## src/rtl/ptrload_pkg.sv

```systemverilog
// Shared types for the pointer-relative immediate loader.
// Assumes nothing beyond a two-state load sequence.
package ptrload_pkg;
    typedef enum logic {
        LD_IDLE = 1'b0,
        LD_RUN  = 1'b1
    } ld_state_t;
endpackage

```

## src/rtl/ptrload_ctrl.sv

```systemverilog
// Sequencer: accepts a start, latches pointer and length, then produces one
// write index per cycle, wrapping at the top nibble. Assumes the caller
// supplies one nibble per cycle while busy is high.
module ptrload_ctrl
    import ptrload_pkg::*;
#(
    parameter int NIB_CNT = 16,
    localparam int IDX_W = $clog2(NIB_CNT),
    localparam int CNT_W = $clog2(NIB_CNT + 1)
) (
    input  logic             clk,
    input  logic             rst_n,
    input  logic             start,
    input  logic [CNT_W-1:0] load_count,
    input  logic [IDX_W-1:0] ptr_in,
    output logic             wr_en,
    output logic [IDX_W-1:0] wr_idx,
    output logic             busy,
    output logic             done
);
    ld_state_t        state_q;
    logic [IDX_W-1:0] idx_q;
    logic [CNT_W-1:0] left_q;
    logic             done_q;
    logic             cnt_ok;
    logic             accept;
    logic             last;
    logic [IDX_W-1:0] idx_nxt;

    // Decide whether a start request is legal this cycle.
    always_comb begin
        cnt_ok = (load_count != '0) && (load_count <= CNT_W'(NIB_CNT));
        accept = start && (state_q == LD_IDLE) && cnt_ok;
        last   = (state_q == LD_RUN) && (left_q == CNT_W'(1));
    end

    // Next write index, wrapping from the top nibble to nibble 0.
    always_comb begin
        if (idx_q == IDX_W'(NIB_CNT - 1)) idx_nxt = '0;
        else                              idx_nxt = idx_q + 1'b1;
    end

    // State, latched pointer and remaining-count registers.
    always_ff @(posedge clk) begin
        if (!rst_n) begin
            state_q <= LD_IDLE;
            idx_q   <= '0;
            left_q  <= '0;
        end else if (accept) begin
            state_q <= LD_RUN;
            idx_q   <= ptr_in;
            left_q  <= load_count;
        end else if (state_q == LD_RUN) begin
            idx_q  <= idx_nxt;
            left_q <= left_q - 1'b1;
            if (last) state_q <= LD_IDLE;
        end
    end

    // Completion pulse, raised for the cycle after the final write.
    always_ff @(posedge clk) begin
        if (!rst_n) done_q <= 1'b0;
        else        done_q <= last;
    end

    assign wr_en  = (state_q == LD_RUN);
    assign wr_idx = idx_q;
    assign busy   = (state_q == LD_RUN);
    assign done   = done_q;
endmodule

```

## src/rtl/ptrload_nibfile.sv

```systemverilog
// Nibble register: one slot per nibble, written one slot at a time by index.
// Assumes wr_idx is below NIB_CNT whenever wr_en is high.
module ptrload_nibfile #(
    parameter int NIB_W   = 4,
    parameter int NIB_CNT = 16,
    localparam int IDX_W = $clog2(NIB_CNT),
    localparam int REG_W = NIB_W * NIB_CNT
) (
    input  logic             clk,
    input  logic             rst_n,
    input  logic             wr_en,
    input  logic [IDX_W-1:0] wr_idx,
    input  logic [NIB_W-1:0] wr_nib,
    output logic [REG_W-1:0] reg_q
);
    for (genvar g = 0; g < NIB_CNT; g++) begin : g_slot
        logic [NIB_W-1:0] slot_q;

        // Hold this slot unless it is the one being written.
        always_ff @(posedge clk) begin
            if (!rst_n)                                  slot_q <= '0;
            else if (wr_en && (wr_idx == IDX_W'(g)))     slot_q <= wr_nib;
        end

        assign reg_q[g*NIB_W +: NIB_W] = slot_q;
    end
endmodule

```

## src/rtl/ptr_imm_loader.sv

```systemverilog
// Top: loads a 1..NIB_CNT nibble constant into a nibble register, starting at
// a latched pointer and wrapping modulo NIB_CNT. Assumes one nibble per busy cycle.
module ptr_imm_loader #(
    parameter int NIB_W   = 4,
    parameter int NIB_CNT = 16,
    localparam int IDX_W = $clog2(NIB_CNT),
    localparam int CNT_W = $clog2(NIB_CNT + 1),
    localparam int REG_W = NIB_W * NIB_CNT
) (
    input  logic             clk,
    input  logic             rst_n,
    input  logic             start,
    input  logic [CNT_W-1:0] load_count,
    input  logic [IDX_W-1:0] ptr_in,
    input  logic [NIB_W-1:0] imm_nib,
    output logic [REG_W-1:0] reg_out,
    output logic             busy,
    output logic             done
);
    logic             wr_en;
    logic [IDX_W-1:0] wr_idx;

    ptrload_ctrl #(.NIB_CNT(NIB_CNT)) u_ctrl (
        .clk        (clk),
        .rst_n      (rst_n),
        .start      (start),
        .load_count (load_count),
        .ptr_in     (ptr_in),
        .wr_en      (wr_en),
        .wr_idx     (wr_idx),
        .busy       (busy),
        .done       (done)
    );

    ptrload_nibfile #(.NIB_W(NIB_W), .NIB_CNT(NIB_CNT)) u_file (
        .clk    (clk),
        .rst_n  (rst_n),
        .wr_en  (wr_en),
        .wr_idx (wr_idx),
        .wr_nib (imm_nib),
        .reg_q  (reg_out)
    );
endmodule

```

## config.mk

```make
export PLATFORM = sky130hd
export DESIGN_NAME = ptr_imm_loader
export DESIGN_NICKNAME = d
export VERILOG_FILES = /design/src/rtl/ptrload_pkg.sv /design/src/rtl/ptrload_ctrl.sv /design/src/rtl/ptrload_nibfile.sv /design/src/rtl/ptr_imm_loader.sv
export SDC_FILE = /design/constraint.sdc
export NUM_CORES = 1
export LEC_CHECK = 0
export BUFFER_PORTS_ARGS = -buffer_cell sky130_fd_sc_hd__buf_2
export CORE_MARGIN = 4
export CORE_UTILIZATION = 25
export CTS_BUF_LIST = sky130_fd_sc_hd__clkbuf_4 sky130_fd_sc_hd__clkbuf_8 sky130_fd_sc_hd__clkbuf_16
export CTS_CLUSTER_DIAMETER = 50
export DETAILED_ROUTE_END_ITERATION = 10
export PLACE_DENSITY = 0.48
export SKIP_CTS_REPAIR_TIMING = 1
export SLEW_MARGIN = 20
export SYNTH_ARGS = -nofsm -noshare
export SYNTH_HDL_FRONTEND = slang
export SYNTH_SLANG_ARGS = --single-unit
```

## constraint.sdc

```tcl
create_clock -name clk -period 2.25 [get_ports clk]
set_input_delay 0.1125 -clock clk [delete_from_list [all_inputs] [get_ports clk]]
set_output_delay 0.1125 -clock clk [all_outputs]
set_load 0.02 [all_outputs]
```

**Word level (Yosys, flattened, before mapping)**

Cells that the tools add are included.

- $add $sub $neg: 2
- Equal/unequal tests: 16
- Mux-type cells: 8
- Reductions and logical operators: 23
- Order comparisons: 1
- Bitwise operators: 1

Operators by type and width:

| cell | number |
|---|---|
| equality test 4 bit (second input constant) | 8 |
| logical AND 1 bit | 20 |
| equality test 4 x 3 -> 1 bit (second input constant) | 4 |
| 2-to-1 mux 4 bit | 3 |
| 2-to-1 mux 5 bit | 2 |
| equality test 4 x 2 -> 1 bit (second input constant) | 2 |
| equality test 5 x 1 -> 1 bit (second input constant) | 1 |
| less-or-equal comparator 5 bit (second input constant) | 1 |
| nonzero test 5 bit | 1 |
| subtractor 5 x 1 -> 5 bit (second input constant) | 1 |
| adder 4 x 1 -> 4 bit (second input constant) | 1 |
| equality test 4 x 1 -> 1 bit (second input constant) | 1 |
| logical NOT 4 bit | 1 |
| 2-to-1 mux 1 bit | 3 |
| nonzero test 2 bit | 1 |
| NOT 1 bit | 1 |

- Bits of input ports: 16
- Output and inout port bits: 66
- Bits in registers: 75
- Logic and storage cells: 71

**Logic depth before layout (Yosys ltp)**

Gate-level depths: netlist (run 1).

- Word-level depth: 5
- Mapped depth: 6
- Depth with buffers taken out: 6

**Cells and area by module**

Synthesis (run 1) repeated with hierarchy kept, for this count alone.

- Cell total of the unflattened synthesis: 319
- Area, all modules: 3083.0 um2

By module, submodules not included:

| module | sequential area each (um2) | area an instance (um2) | cells an instance | instances |
|---|---|---|---|---|
| ptrload_nibfile | 1281.2 | 2384.8 | 237 | 1 |
| ptrload_ctrl | 220.2 | 698.2 | 82 | 1 |

**Worst setup path before layout (run 1)**

Ideal clock, no wire load.

- Path type: register -> register
- Start: register u_ctrl.idx_q[1], in the netlist u_ctrl.wr_idx[1]
- End: register u_file.g_slot[3].slot_q[0]
- Cell stages (with the launch flop): 7
- Arrival: 1.336 ns
- Clock period less this slack: 1.464 ns
- Path buffers: 1
- Data required time: 2.121 ns
- Setup time: 0.129 ns
- Setup slack: 0.786 ns
- Cell sequence: dfxtp_1 ha_1 clkbuf_1 nand2_1 nor3_2 mux2i_1 nor2_1

- Longest elaborated chain between the ends: 2

RTL lines:

| element | RTL line | RTL |
|---|---|---|
| start: declaration | ptrload_ctrl.sv:22 | `logic [IDX_W-1:0] idx_q;` |
| start signal: assignment | ptrload_ctrl.sv:51 | `idx_q <= ptr_in;` |
| start signal: assignment | ptrload_ctrl.sv:54 | `idx_q <= idx_nxt;` |
| equality test 4 x 2 -> 1 bit | ptrload_nibfile.sv:22 | `else if (wr_en && (wr_idx == IDX_W'(g))) slot_q <= wr_nib;` |
| logical AND 1 bit | ptrload_nibfile.sv:22 |  |
| end signal: assignment | ptrload_nibfile.sv:22 |  |
| end: declaration | ptrload_nibfile.sv:17 | `logic [NIB_W-1:0] slot_q;` |

Every way passes these cells.
A chain may end at the register's enable or synchronous reset.

**Final worst setup path (run 1)**

Ends and elaborated chain as after synthesis.

==> summary.md, run 1 <==
| Metric | Value |
|---|---|
| Total grt overflow | `0` |
| Detailed Place HPWL | `5860 µm` |
| Antenna cells | `0` |
| Peak fanout along the critical path | `8` |
| Syn nets | `338` |
| Crit Path Category | `flop to flop` |
| Tcrit/Tclk final | `roughly 73%` |
| Maximum VDD drop | `0.325 mV` |
| Clock slew at reported path FFs | `0.06 ns` |
| First-pass GRT wire length | `~13000 µm` |
| CP Data Required Time | `2.47 ns` |
| Flop pwr share | `46.9%` |
| Layout cell share with drive strength beyond 1 | `between 20% and 30%` |
| RSZ-0062 raised after global routing | `no` |
| Sw Share | `24.4%` |
| Tmin final | `1.64 ns` |
| Setup violators final | `0` |
| Die Wd | `119 µm` |
| Total power | `2.97 mW` |
| #FFs+latches synth | `75` |
| Die Area | `0.0143 mm²` |
| Slowest cell on the critical path | `dfxtp_1` |
| Tot GR Track Use | `12.1%` |
| Routed vias | `2472` |
| Fillcell total | `between 1000 and 1500` |
| Die H | `119 µm` |
| Startpoint Class | `flop` |
| Worst r2r path cells | `5` |
| Static leakage | `around 2 nW` |
| Hold path depth | `3` |
| Pwr dens | `752 mW/mm²` |
| Critical path data arrival time | `roughly 1.9 ns` |
| Max stage delay on crit path | `0.41 ns` |
| Cells after Synth | `around 320` |
| Internal Pwr Total | `between 2 and 2.5 mW` |
| Syn avg cell area | `9.83 µm²` |
| Synth area leaders | `dfxtp_1, mux2i_1, nor2_1` |
| Site row count | `40` |
| Detailed Route WL | `8360 µm` |
| Met1 global-route usage | `15.2%` |
| Final hold viol count | `0` |
| Ys flop type | `dfxtp_1` |
| Post-Route Skew | `0.00474 ns` |
| Number of global-route vias before repair | `2442` |
| WL/cell | `14.8 µm` |
| Met2 Use GR | `19.1%` |
| Largest net degree at the start of global routing | `59` |
| F_max | `between 0.6 and 0.7 GHz` |
| Final TNS setup | `0 ns` |
| Cell taking the most area after synthesis | `dfxtp_1` |
| Post-layout util | `between 30% and 40%` |
| Slew margin rel. | `65.1%` |
| Syn. warnings | `0` |
| Clock network power share | `between 40% and 50%` |
| DRT iter0 DRCs | `~130` |
| Top Usage Layer GRT | `met2` |
| Synthesized cell area | `0.00311 mm²` |
| DR vias/cell | `4.37` |
| Iteration count of the initial detailed-routing pass | `5` |
| Worst setup EP type | `flop` |
| CTS tree | `done` |
| Final antenna-violating net count | `0` |
| CTS max path bufs | `2` |
| Net switching power | `724 µW` |
| Power share of the combinational group | `9.0%` |
| Post-route DRC violation count | `0` |
| Final Wtd Congestion | `approximately 0.8` |
| Root buf cell | `clkbuf_16` |
| Number of H-tree levels | `3` |
| Fin nets | `416` |
| MaxCap Viol Count | `0` |
| Sequential area share after synthesis | `between 40% and 50%` |
| Initial antenna violation count | `0` |
| # clock sinks | `75` |
| Port Buffer Count | `between 80 and 90` |
| GR met3 Demand/Resource | `around 3.4%` |
| Core Area | `0.0121 mm²` |
| Final Max Slew Viols | `0` |
| Synth unique cells | `37` |
| HP Class | `primary input to flop` |
| P&R area growth vs syn | `27.2%` |
| Status | `complete, no violations` |
| Worst-path cell chain | `ha_1 > nand2_1 > nor3_2 > mux2i_1 > nor2_1` |
| Later-pin clock latency in the skew report | `0.34 ns` |
| Worst slew pin tran | `0.520 ns` |
| TritonCTS Buffers | `9` |
| Starting Density | `25.7%` |
| IO Count | `82` |
| FFs w/ async S/R, synth | `0%` |
| Post-synth top area share | `48.3%` |
| Post-synth EDFFs | `0` |
==> power by group through the flow <==
stage / registers, mW / clock network [mW] / logic, mW
after floorplan: 1.42 / 0 / 0.179
after global placement: 1.42 / 0 / 0.271
after detailed placement: 1.42 / 0 / 0.272
after CTS: 1.39 / 1.37 / 0.273
after global routing: 1.40 / 1.42 / 0.303
final: 1.40 / 1.31 / 0.269
==> per-layer routing <==
layer | wire length, µm | up-vias
met5 | 0 | -
met4 | 125 | 0
met3 | 439 | 8
met2 | 4040 | 62
met1 | 3750 | 1163
li1 | - | 1239
==> path summary, 6_finish.rpt <==
check | startpoint | to | slack [ns]
worst max register to register | u_ctrl.wr_idx[1] | u_file.g_slot[3].slot_q[0] | 0.61
worst max-delay path | u_ctrl.wr_idx[1] | u_file.g_slot[3].slot_q[0] | 0.61
worst min register to register | u_file.g_slot[11].slot_q[2] | u_file.g_slot[11].slot_q[2] | 0.48
worst min-delay path | ptr_in[1] | u_ctrl.wr_idx[1] | 0.05
==> placed cells by master, fill, tap and decap left out, types with 2 or more instances in the layout <==
cell,instances
buf_2,81
dfxtp_1,75
nor2_1,67
mux2i_1,66
nand2_1,14
nand3_1,14
clkbuf_16,9
inv_1,6
ha_1,6
nand4b_1,5
buf_4,5
nor3_2,4
nand4_1,4
o21ai_0,3
a21oi_1,3
o211ai_1,3
clkinv_2,3
nor2b_1,2
nor3_1,2
nand2b_1,2
nor3b_1,2
o21a_1,2
nand3b_1,2
clkbuf_4,2
==> Yosys cell counts (all sizes together), types with 3 or more instances <==
master  count
o211ai      3
nor3        6
nand4b      5
nand3      14
nor2       67
inv         6
dfxtp      75
nand4       4
o21ai       3
nand2      14
clkbuf     15
mux2i      66
buf         5
ha          6
a21oi       3
==> kinds of logic after synthesis <==
group | synth area share, %
muxes | 21.3
xor gates and xnor gates | 0.564
DFF | 48.3
buffers and inverters | 3.99
adders and majority gates | 2.42
AOI/OAI and AO/OA | 4.63
and+or+nand+nor | 18.8
==> worst max-delay path: cells and delay by family, from the launching register on <==
kind	cells	cell delay, ns
simple gates	3	0.53
flops	1	0.41
fa+ha+maj	1	0.34
mux	1	0.24
==> through the flow <==
| step | instance area (µm²) | std cells | hold slack, ns | worst slack [ns] |
|---|---|---|---|---|
| floorplan | 3110 | 316 | 0.256 | 0.786 |
| global placement | 3680 | 551 | 0.398 | 0.627 |
| detailed placement | 3680 | 551 | 0.411 | 0.620 |
| CTS | 3950 | 566 | 0.0363 | 0.603 |
| global route | 3950 | 566 | 0.0718 | 0.430 |
| finish | 3950 | 566 | 0.0503 | 0.614 |
==> registers in the layout, indices dropped and copies added (netlist names) <==
name / cells
u_ctrl.left_q: 5
u_ctrl.busy: 1
u_ctrl.done: 1
u_file.g_slot.slot_q: 64
u_ctrl.wr_idx: 4
==> area by class of cell <==
class                   count  area (µm²)  share of cell area (%)
flip-flops and latches     75        1500                    38.0
well taps                 168         210                    5.32
inverters                   7        26.3                   0.665
clock inverters             3        15.0                   0.380
clock buffers              12         254                    6.43
multi-input cells         214        1480                    37.5
repair buffers             87         463                    11.7
Note: power is estimated with default switching activity, not from simulation.
==> inputs of run 2 (changes only) <==
--- a/config.mk
+++ b/config.mk
@@ -5,13 +5,14 @@
 export SDC_FILE = /design/constraint.sdc
 export NUM_CORES = 1
 export LEC_CHECK = 0
+export ABC_AREA = 1
 export BUFFER_PORTS_ARGS = -buffer_cell sky130_fd_sc_hd__buf_2
 export CORE_MARGIN = 4
 export CORE_UTILIZATION = 25
 export CTS_BUF_LIST = sky130_fd_sc_hd__clkbuf_4 sky130_fd_sc_hd__clkbuf_8 sky130_fd_sc_hd__clkbuf_16
 export CTS_CLUSTER_DIAMETER = 50
 export DETAILED_ROUTE_END_ITERATION = 10
-export PLACE_DENSITY = 0.48
+export PLACE_DENSITY = 0.49
 export SKIP_CTS_REPAIR_TIMING = 1
 export SLEW_MARGIN = 20
 export SYNTH_ARGS = -nofsm -noshare
==> constraint.sdc (replaced) <==
create_clock -name clk -period 1.4 [get_ports clk]
set_input_delay 0.07 -clock clk [delete_from_list [all_inputs] [get_ports clk]]
set_output_delay 0.07 -clock clk [all_outputs]
set_load 0.02 [all_outputs]
==> summary.md, run 2 <==
| Metric | Value |
|---|---|
| Post-synth top area share | `48.8% (+0.43 points)` |
| Max reg flops | `64 (unchanged)` |
| Syn avg cell area | `7.33 µm² (-25%)` |
| Tcrit/Tclk final | `92.8% (+20 points)` |
| Worst slew pin tran | `0.397 ns (-0.123 ns)` |
| Total power | `4.81 mW (+62%)` |
| Site row count | `40 (unchanged)` |
| RSZ-0062 raised after global routing | `yes` |
| Hold WS | `0.000389 ns (-0.0499 ns)` |
| Synth unique cells | `25 (-32%)` |
| Startpoint Class | `flop` |
| Synth area leaders | `dfxtp_1, nor2_1, o21ai_0` |
| Most frequent cells in the layout | `nor2_1, buf_2, dfxtp_1, o21ai_0, inv_1` |
| Iteration count of the initial detailed-routing pass | `4 (-1)` |
| Largest net degree at the start of global routing | `66 (+12%)` |
| Seq. cell area | `0.00151 mm² (+0.25%)` |
| Root buf cell | `clkbuf_16` |
| Critical path capture point | `u_file.g_slot[2].slot_q[2]` |
| Placed cell area | `0.00369 mm² (+0.20%)` |
| Tmin final | `1.30 ns (-0.337 ns)` |
| Initial antenna violation count | `0 (unchanged)` |
| Top cells by count, synth | `nor2_1, dfxtp_1, o21ai_0` |
| F_max | `0.770 GHz (+26%)` |
| Sequential area share after synthesis | `48.8% (+0.43 points)` |
| Largest Register | `u_file.g_slot.slot_q` |
| Routed vias | `2869 (+16%)` |
| Total grt overflow | `0 (unchanged)` |
| Layout cell share with drive strength beyond 1 | `29.4% (+1.7 points)` |
| HP Class | `primary input to flop` |
| CP Data Required Time | `1.62 ns (-0.85 ns)` |
| Syn. warnings | `0 (unchanged)` |
| Worst r2r path cells | `7 (+2)` |
| Fin nets | `530 (+27%)` |
| Fillcell total | `1292 (-1.5%)` |
| Worst setup path startpoint | `u_ctrl.wr_idx[0]` |
| Starting Density | `25.6% (about the same)` |
| WL/cell | `13.0 µm (-12%)` |
| Worst setup EP type | `flop` |
| DP Cell Count | `644 (+17%)` |
| Most frequent cell after synthesis | `nor2_1` |
| Peak fanout along the critical path | `5 (-3)` |
| Maximum VDD drop | `0.806 mV (+150%)` |
| Post-Route Skew | `0.00438 ns (-0.000362 ns)` |
| Final antenna-violating net count | `0 (unchanged)` |
| CTS max path bufs | `2 (unchanged)` |
| Multi-input gate area | `0.00145 mm² (-2.4%)` |
| Most common cell after layout, fill and taps aside | `nor2_1` |
| IO Count | `82 (unchanged)` |
| Final Max Slew Viols | `0 (unchanged)` |
| Flop-to-flop setup slack | `0.10 ns (-0.51 ns)` |
| Syn nets | `442 (+31%)` |
| Slew margin rel. | `73.6% (+8.4 points)` |
| Die Area | `0.0142 mm² (-0.83%)` |
| Number of global-route vias before repair | `2833 (+16%)` |
| Critical R2R Capture | `u_file.g_slot[2].slot_q[2]` |
| Final TNS setup | `0 ns (unchanged)` |
| P&R area growth vs syn | `30.3%` |
| Post-synth EDFFs | `0 (unchanged)` |
| #FFs+latches synth | `75 (unchanged)` |
| Antenna cells | `0 (unchanged)` |
| Final Wtd Congestion | `0.794 (-0.78%)` |
| Finished Cell Area | `0.00401 mm² (+1.5%)` |
| Detailed Place HPWL | `6140 µm (+4.9%)` |
| MaxCap Viol Count | `0 (unchanged)` |
| Worst r2r src | `u_ctrl.wr_idx[0]` |
| Port Buffer Count | `81 (unchanged)` |
| Cells after Synth | `420 (+33%)` |
| First-pass GRT wire length | `14100 µm (+6.1%)` |
| Final hold viol count | `0 (unchanged)` |
| Cell Count, Final, Fillers Out | `658 (+16%)` |
| Setup violators final | `0 (unchanged)` |
| Tot GR Track Use | `12.5% (+0.42 points)` |
| Status | `complete, no violations` |
| Critical path data arrival time | `1.52 ns (-0.33 ns)` |
| DRT iter0 DRCs | `217 (+71%)` |
| Synthesized cell area | `0.00308 mm² (-0.89%)` |
| Post-route DRC violation count | `0 (unchanged)` |
| Die H | `119 µm (-0.41%)` |
| Crit Path Category | `flop to flop` |
| Cell taking the most area after synthesis | `dfxtp_1` |
| TritonCTS Buffers | `9 (unchanged)` |
| Pwr dens | `1200 mW/mm² (+59%)` |
| Core Area | `0.0120 mm² (-0.83%)` |
| Clock slew at reported path FFs | `0.05 ns (about the same)` |
| Later-pin clock latency in the skew report | `0.33 ns (about the same)` |
| CTS tree | `done` |
| DR vias/cell | `4.36 (-0.17%)` |
| Ys flop type | `dfxtp_1` |
| Number of H-tree levels | `3 (unchanged)` |
| Die Wd | `119 µm (-0.41%)` |
| # clock sinks | `75 (unchanged)` |
| Static leakage | `1.93 nW (-4.5%)` |
| Detailed Route WL | `8570 µm (+2.6%)` |
| FFs w/ async S/R, synth | `0% (unchanged)` |
[run 2: per-layer routing]
layer	up-vias	share of wire [%]	GRT usage, %
met5	-	0	0
met4	0	1.6	4.49
met3	15	5.7	4.65
met2	67	46	20.0
met1	1272	47	15.4
li1	1515	-	-
[run 2: area by class of cell]
type	instances	share of cell area, %
inverter	33	3.09
clock buffer	11	6.30
multi-input combinational	299	36.0
timing repair buffer	90	12.1
clock inverter	3	0.374
tap	147	4.59
sequential	75	37.5
[run 2: worst min-delay path by stage]
stage	startpoint	depth (start not counted)	slack, ns	end
detailed placement	load_count[0]	3	0.34	u_ctrl.left_q[0]
global route	load_count[0]	3	0.01	u_ctrl.left_q[0]
floorplan	load_count[0]	2	0.20	u_ctrl.left_q[0]
finish	load_count[0]	3	0.0004	u_ctrl.left_q[0]
CTS	load_count[0]	3	-0.009	u_ctrl.left_q[0]
global placement	load_count[0]	3	0.34	u_ctrl.left_q[0]
[run 2: where the power goes]
group | switching (mW) | leakage [nW] | internal, mW
Clock | 0.831 | 0.137 | 1.27
Sequential | 0.0423 | 0.607 | 2.19
Combinational | 0.314 | 1.19 | 0.166
Total | 1.19 | 1.93 | 3.62
[run 2: metrics by stage]
| stage | util (%) | worst slack (ns) |
|---|---|---|
| 6_report | 33.4 | 0.101 |
| 5_1_grt | 33.4 | -0.0407 |
| 3_3_place_gp | 30.7 | -0.0137 |
| 2_1_floorplan | - | 0.157 |
| 3_5_place_dp | 30.7 | -0.0403 |
| 4_1_cts | 32.9 | -0.0503 |
[run 2: cell families after synthesis]
group | Yosys count | share of synthesized area (%)
XOR/XNOR | 1 | 0.284
buffers and inverters | 46 | 5.93
AO/OA/AOI/OAI | 72 | 11.9
adder cells (fa/ha/maj) | 6 | 2.44
AND/OR/NAND/NOR | 220 | 30.6
flip-flops | 75 | 48.8
[run 2: critical path, cell delays in order (launching register included)]
cell,delay [ns]
dfxtp_2,0.34
inv_1,0.09
ha_1,0.17
nand2_2,0.09
nor2_2,0.23
inv_1,0.12
nor2_1,0.10
nor2_1,0.05
==> inputs of run 3 (changes only) <==
--- a/config.mk
+++ b/config.mk
@@ -12,7 +12,7 @@
 export CTS_BUF_LIST = sky130_fd_sc_hd__clkbuf_4 sky130_fd_sc_hd__clkbuf_8 sky130_fd_sc_hd__clkbuf_16
 export CTS_CLUSTER_DIAMETER = 50
 export DETAILED_ROUTE_END_ITERATION = 10
-export PLACE_DENSITY = 0.49
+export PLACE_DENSITY = 0.48
 export SKIP_CTS_REPAIR_TIMING = 1
 export SLEW_MARGIN = 20
 export SYNTH_ARGS = -nofsm -noshare
==> constraint.sdc (replaced) <==
create_clock -name clk -period 1.3 [get_ports clk]
set_input_delay 0.065 -clock clk [delete_from_list [all_inputs] [get_ports clk]]
set_output_delay 0.065 -clock clk [all_outputs]
set_load 0.02 [all_outputs]
==> summary.md, run 3 (synthesized netlist as in run 2, its figures left out) <==
| Metric | Value |
|---|---|
| Status | `complete, no violations` |
| Total power | `5.90 mW (+23%)` |
| F_max | `0.791 GHz (+2.7%)` |
| DR vias/cell | `4.38 (+0.34%)` |
| Slew margin rel. | `72.4% (-1.2 points)` |
| Most frequent cells in the layout | `nor2_1, buf_2, dfxtp_1, o21ai_0, buf_4` |
| First-pass GRT wire length | `14300 µm (+1.5%)` |
| Final antenna-violating net count | `0 (unchanged)` |
| Max reg flops | `64 (unchanged)` |
| Detailed Route WL | `8840 µm (+3.1%)` |
| RSZ-0062 raised after global routing | `yes` |
| Startpoint Class | `flop` |
| MaxCap Viol Count | `0 (unchanged)` |
| # clock sinks | `75 (unchanged)` |
| Root buf cell | `clkbuf_16` |
| WL/cell | `13.0 µm (-0.21%)` |
| Worst r2r path cells | `7 (unchanged)` |
| Crit Path Category | `flop to flop` |
| Fillcell total | `1261 (-2.4%)` |
| Tot GR Track Use | `12.7% (+0.13 points)` |
| Number of global-route vias before repair | `2866 (+1.2%)` |
| Largest Register | `u_file.g_slot.slot_q` |
| Clock slew at reported path FFs | `0.06 ns (about the same)` |
| Worst slew pin tran | `0.414 ns (+0.0173 ns)` |
| Tmin final | `1.26 ns (-0.0342 ns)` |
| Hold WS | `0.0110 ns (+0.0106 ns)` |
| CTS max path bufs | `2 (unchanged)` |
| Die H | `119 µm (unchanged)` |
| Largest net degree at the start of global routing | `66 (unchanged)` |
| Final Wtd Congestion | `0.725 (-8.7%)` |
| Met3 wire len | `484 µm (-1.2%)` |
| CTS tree | `done` |
| Die Wd | `119 µm (unchanged)` |
| Static leakage | `2.08 nW (+7.7%)` |
| Maximum VDD drop | `0.649 mV (-19%)` |
| DR WL met2 | `4160 µm (+5.6%)` |
| Tcrit/Tclk final | `97.3% (+4.5 points)` |
| DRT iter0 DRCs | `115 (-47%)` |
| CP Data Required Time | `1.53 ns (-0.09 ns)` |
| Site row count | `40 (unchanged)` |
| Layout cell share with drive strength beyond 1 | `33.4% (+4.0 points)` |
| Peak fanout along the critical path | `4 (-1)` |
| Final hold viol count | `0 (unchanged)` |
| Core Area | `0.0120 mm² (unchanged)` |
| Number of H-tree levels | `3 (unchanged)` |
| DR top layer | `met4` |
| Initial antenna violation count | `0 (unchanged)` |
| Antenna cells | `0 (unchanged)` |
| Pwr dens | `1370 mW/mm² (+15%)` |
| Critical path data arrival time | `1.49 ns (-0.03 ns)` |
| Later-pin clock latency in the skew report | `0.33 ns (about the same)` |
| Post-layout util | `35.8% (+2.4 points)` |
| HP Class | `primary input to flop` |
| Fin nets | `550 (+3.8%)` |
| Most common cell after layout, fill and taps aside | `nor2_1` |
| WL met1 | `4090 µm (+2.0%)` |
| Hold path depth | `3 (unchanged)` |
| Total grt overflow | `0 (unchanged)` |
| Routed vias | `2975 (+3.7%)` |
| Detailed Place HPWL | `6330 µm (+3.0%)` |
| Iteration count of the initial detailed-routing pass | `4 (unchanged)` |
| IO Count | `82 (unchanged)` |
| P&R area growth vs syn | `39.6%` |
| Worst setup EP type | `flop` |
| Starting Density | `25.6% (unchanged)` |
| TritonCTS Buffers | `9 (unchanged)` |
| Post-route DRC violation count | `0 (unchanged)` |
| Post-Route Skew | `0.00465 ns (+0.000266 ns)` |
| Final Max Slew Viols | `0 (unchanged)` |
| Die Area | `0.0142 mm² (unchanged)` |
| Setup violators final | `0 (unchanged)` |
| Port Buffer Count | `81 (unchanged)` |
-- run 3: changes by cell type in the layout (fill, tap and decap cells not counted), moves of 2 or more --
cell / change
inv_1: -5
o21ai_0: -11
nand2_2: -2
buf_4: +16
o21ai_1: +11
clkinv_4: +2
bufinv_16: +3
clkinv_2: -2
dfxtp_1: -2
inv_2: +4
buf_6: +2
-- run 3: final timing paths --
check,startpoint,slack (ns),end
hold / removal,load_count[0],0.01,u_ctrl.left_q[0]
setup / recovery,u_ctrl.wr_idx[0],0.04,u_file.g_slot[12].slot_q[2]
hold reg to reg,u_file.g_slot[8].slot_q[0],0.48,u_file.g_slot[8].slot_q[0]
setup reg to reg,u_ctrl.wr_idx[0],0.04,u_file.g_slot[12].slot_q[2]
-- run 3: final cells by class --
class / instances / area (µm²) / share of cell area [%]
clock buffer: 10 / 239 / 5.56
clock inverter: 6 / 113 / 2.62
inverter: 33 / 128 / 2.97
multi-input combinational: 299 / 1460 / 33.9
sequential: 75 / 1510 / 35.1
tap: 147 / 184 / 4.28
timing repair buffer: 110 / 668 / 15.5
-- run 3: critical path, cell delays in order (launching register included) --
cell and delay, ns:
dfxtp_2 0.36, inv_2 0.06, ha_1 0.20, nand2_2 0.10, nor2_1 0.07, buf_4 0.16
o21ai_0 0.15, nor2_1 0.06
-- run 3: stage by stage --
| stage | setup TNS, ns | area, µm² | setup slack [ns] | cells |
|---|---|---|---|---|
| after global placement | -0.858 | 3790 | -0.0681 | 657 |
| final | 0 | 4300 | 0.0355 | 680 |
| after detailed placement | -1.86 | 3790 | -0.104 | 657 |
| after floorplan | 0 | 3080 | 0.0574 | 420 |
| after CTS | -2.17 | 4140 | -0.112 | 673 |
| after global routing | -0.666 | 4300 | -0.0534 | 680 |
-- run 3: report_power, final --
group	internal (mW)	total [mW]	leakage (nW)	switching [mW]
sequential	2.36	2.40	0.608	0.0405
clock	1.93	2.90	0.173	0.975
combinational	0.242	0.604	1.30	0.361
-- run 3: layer usage --
layer  vias to the layer above  GRT usage, %
met3                        11          4.51
met4                         0          3.91
met2                        67          20.9
met1                      1344          15.4
li1                       1553             -
met5                         -             0
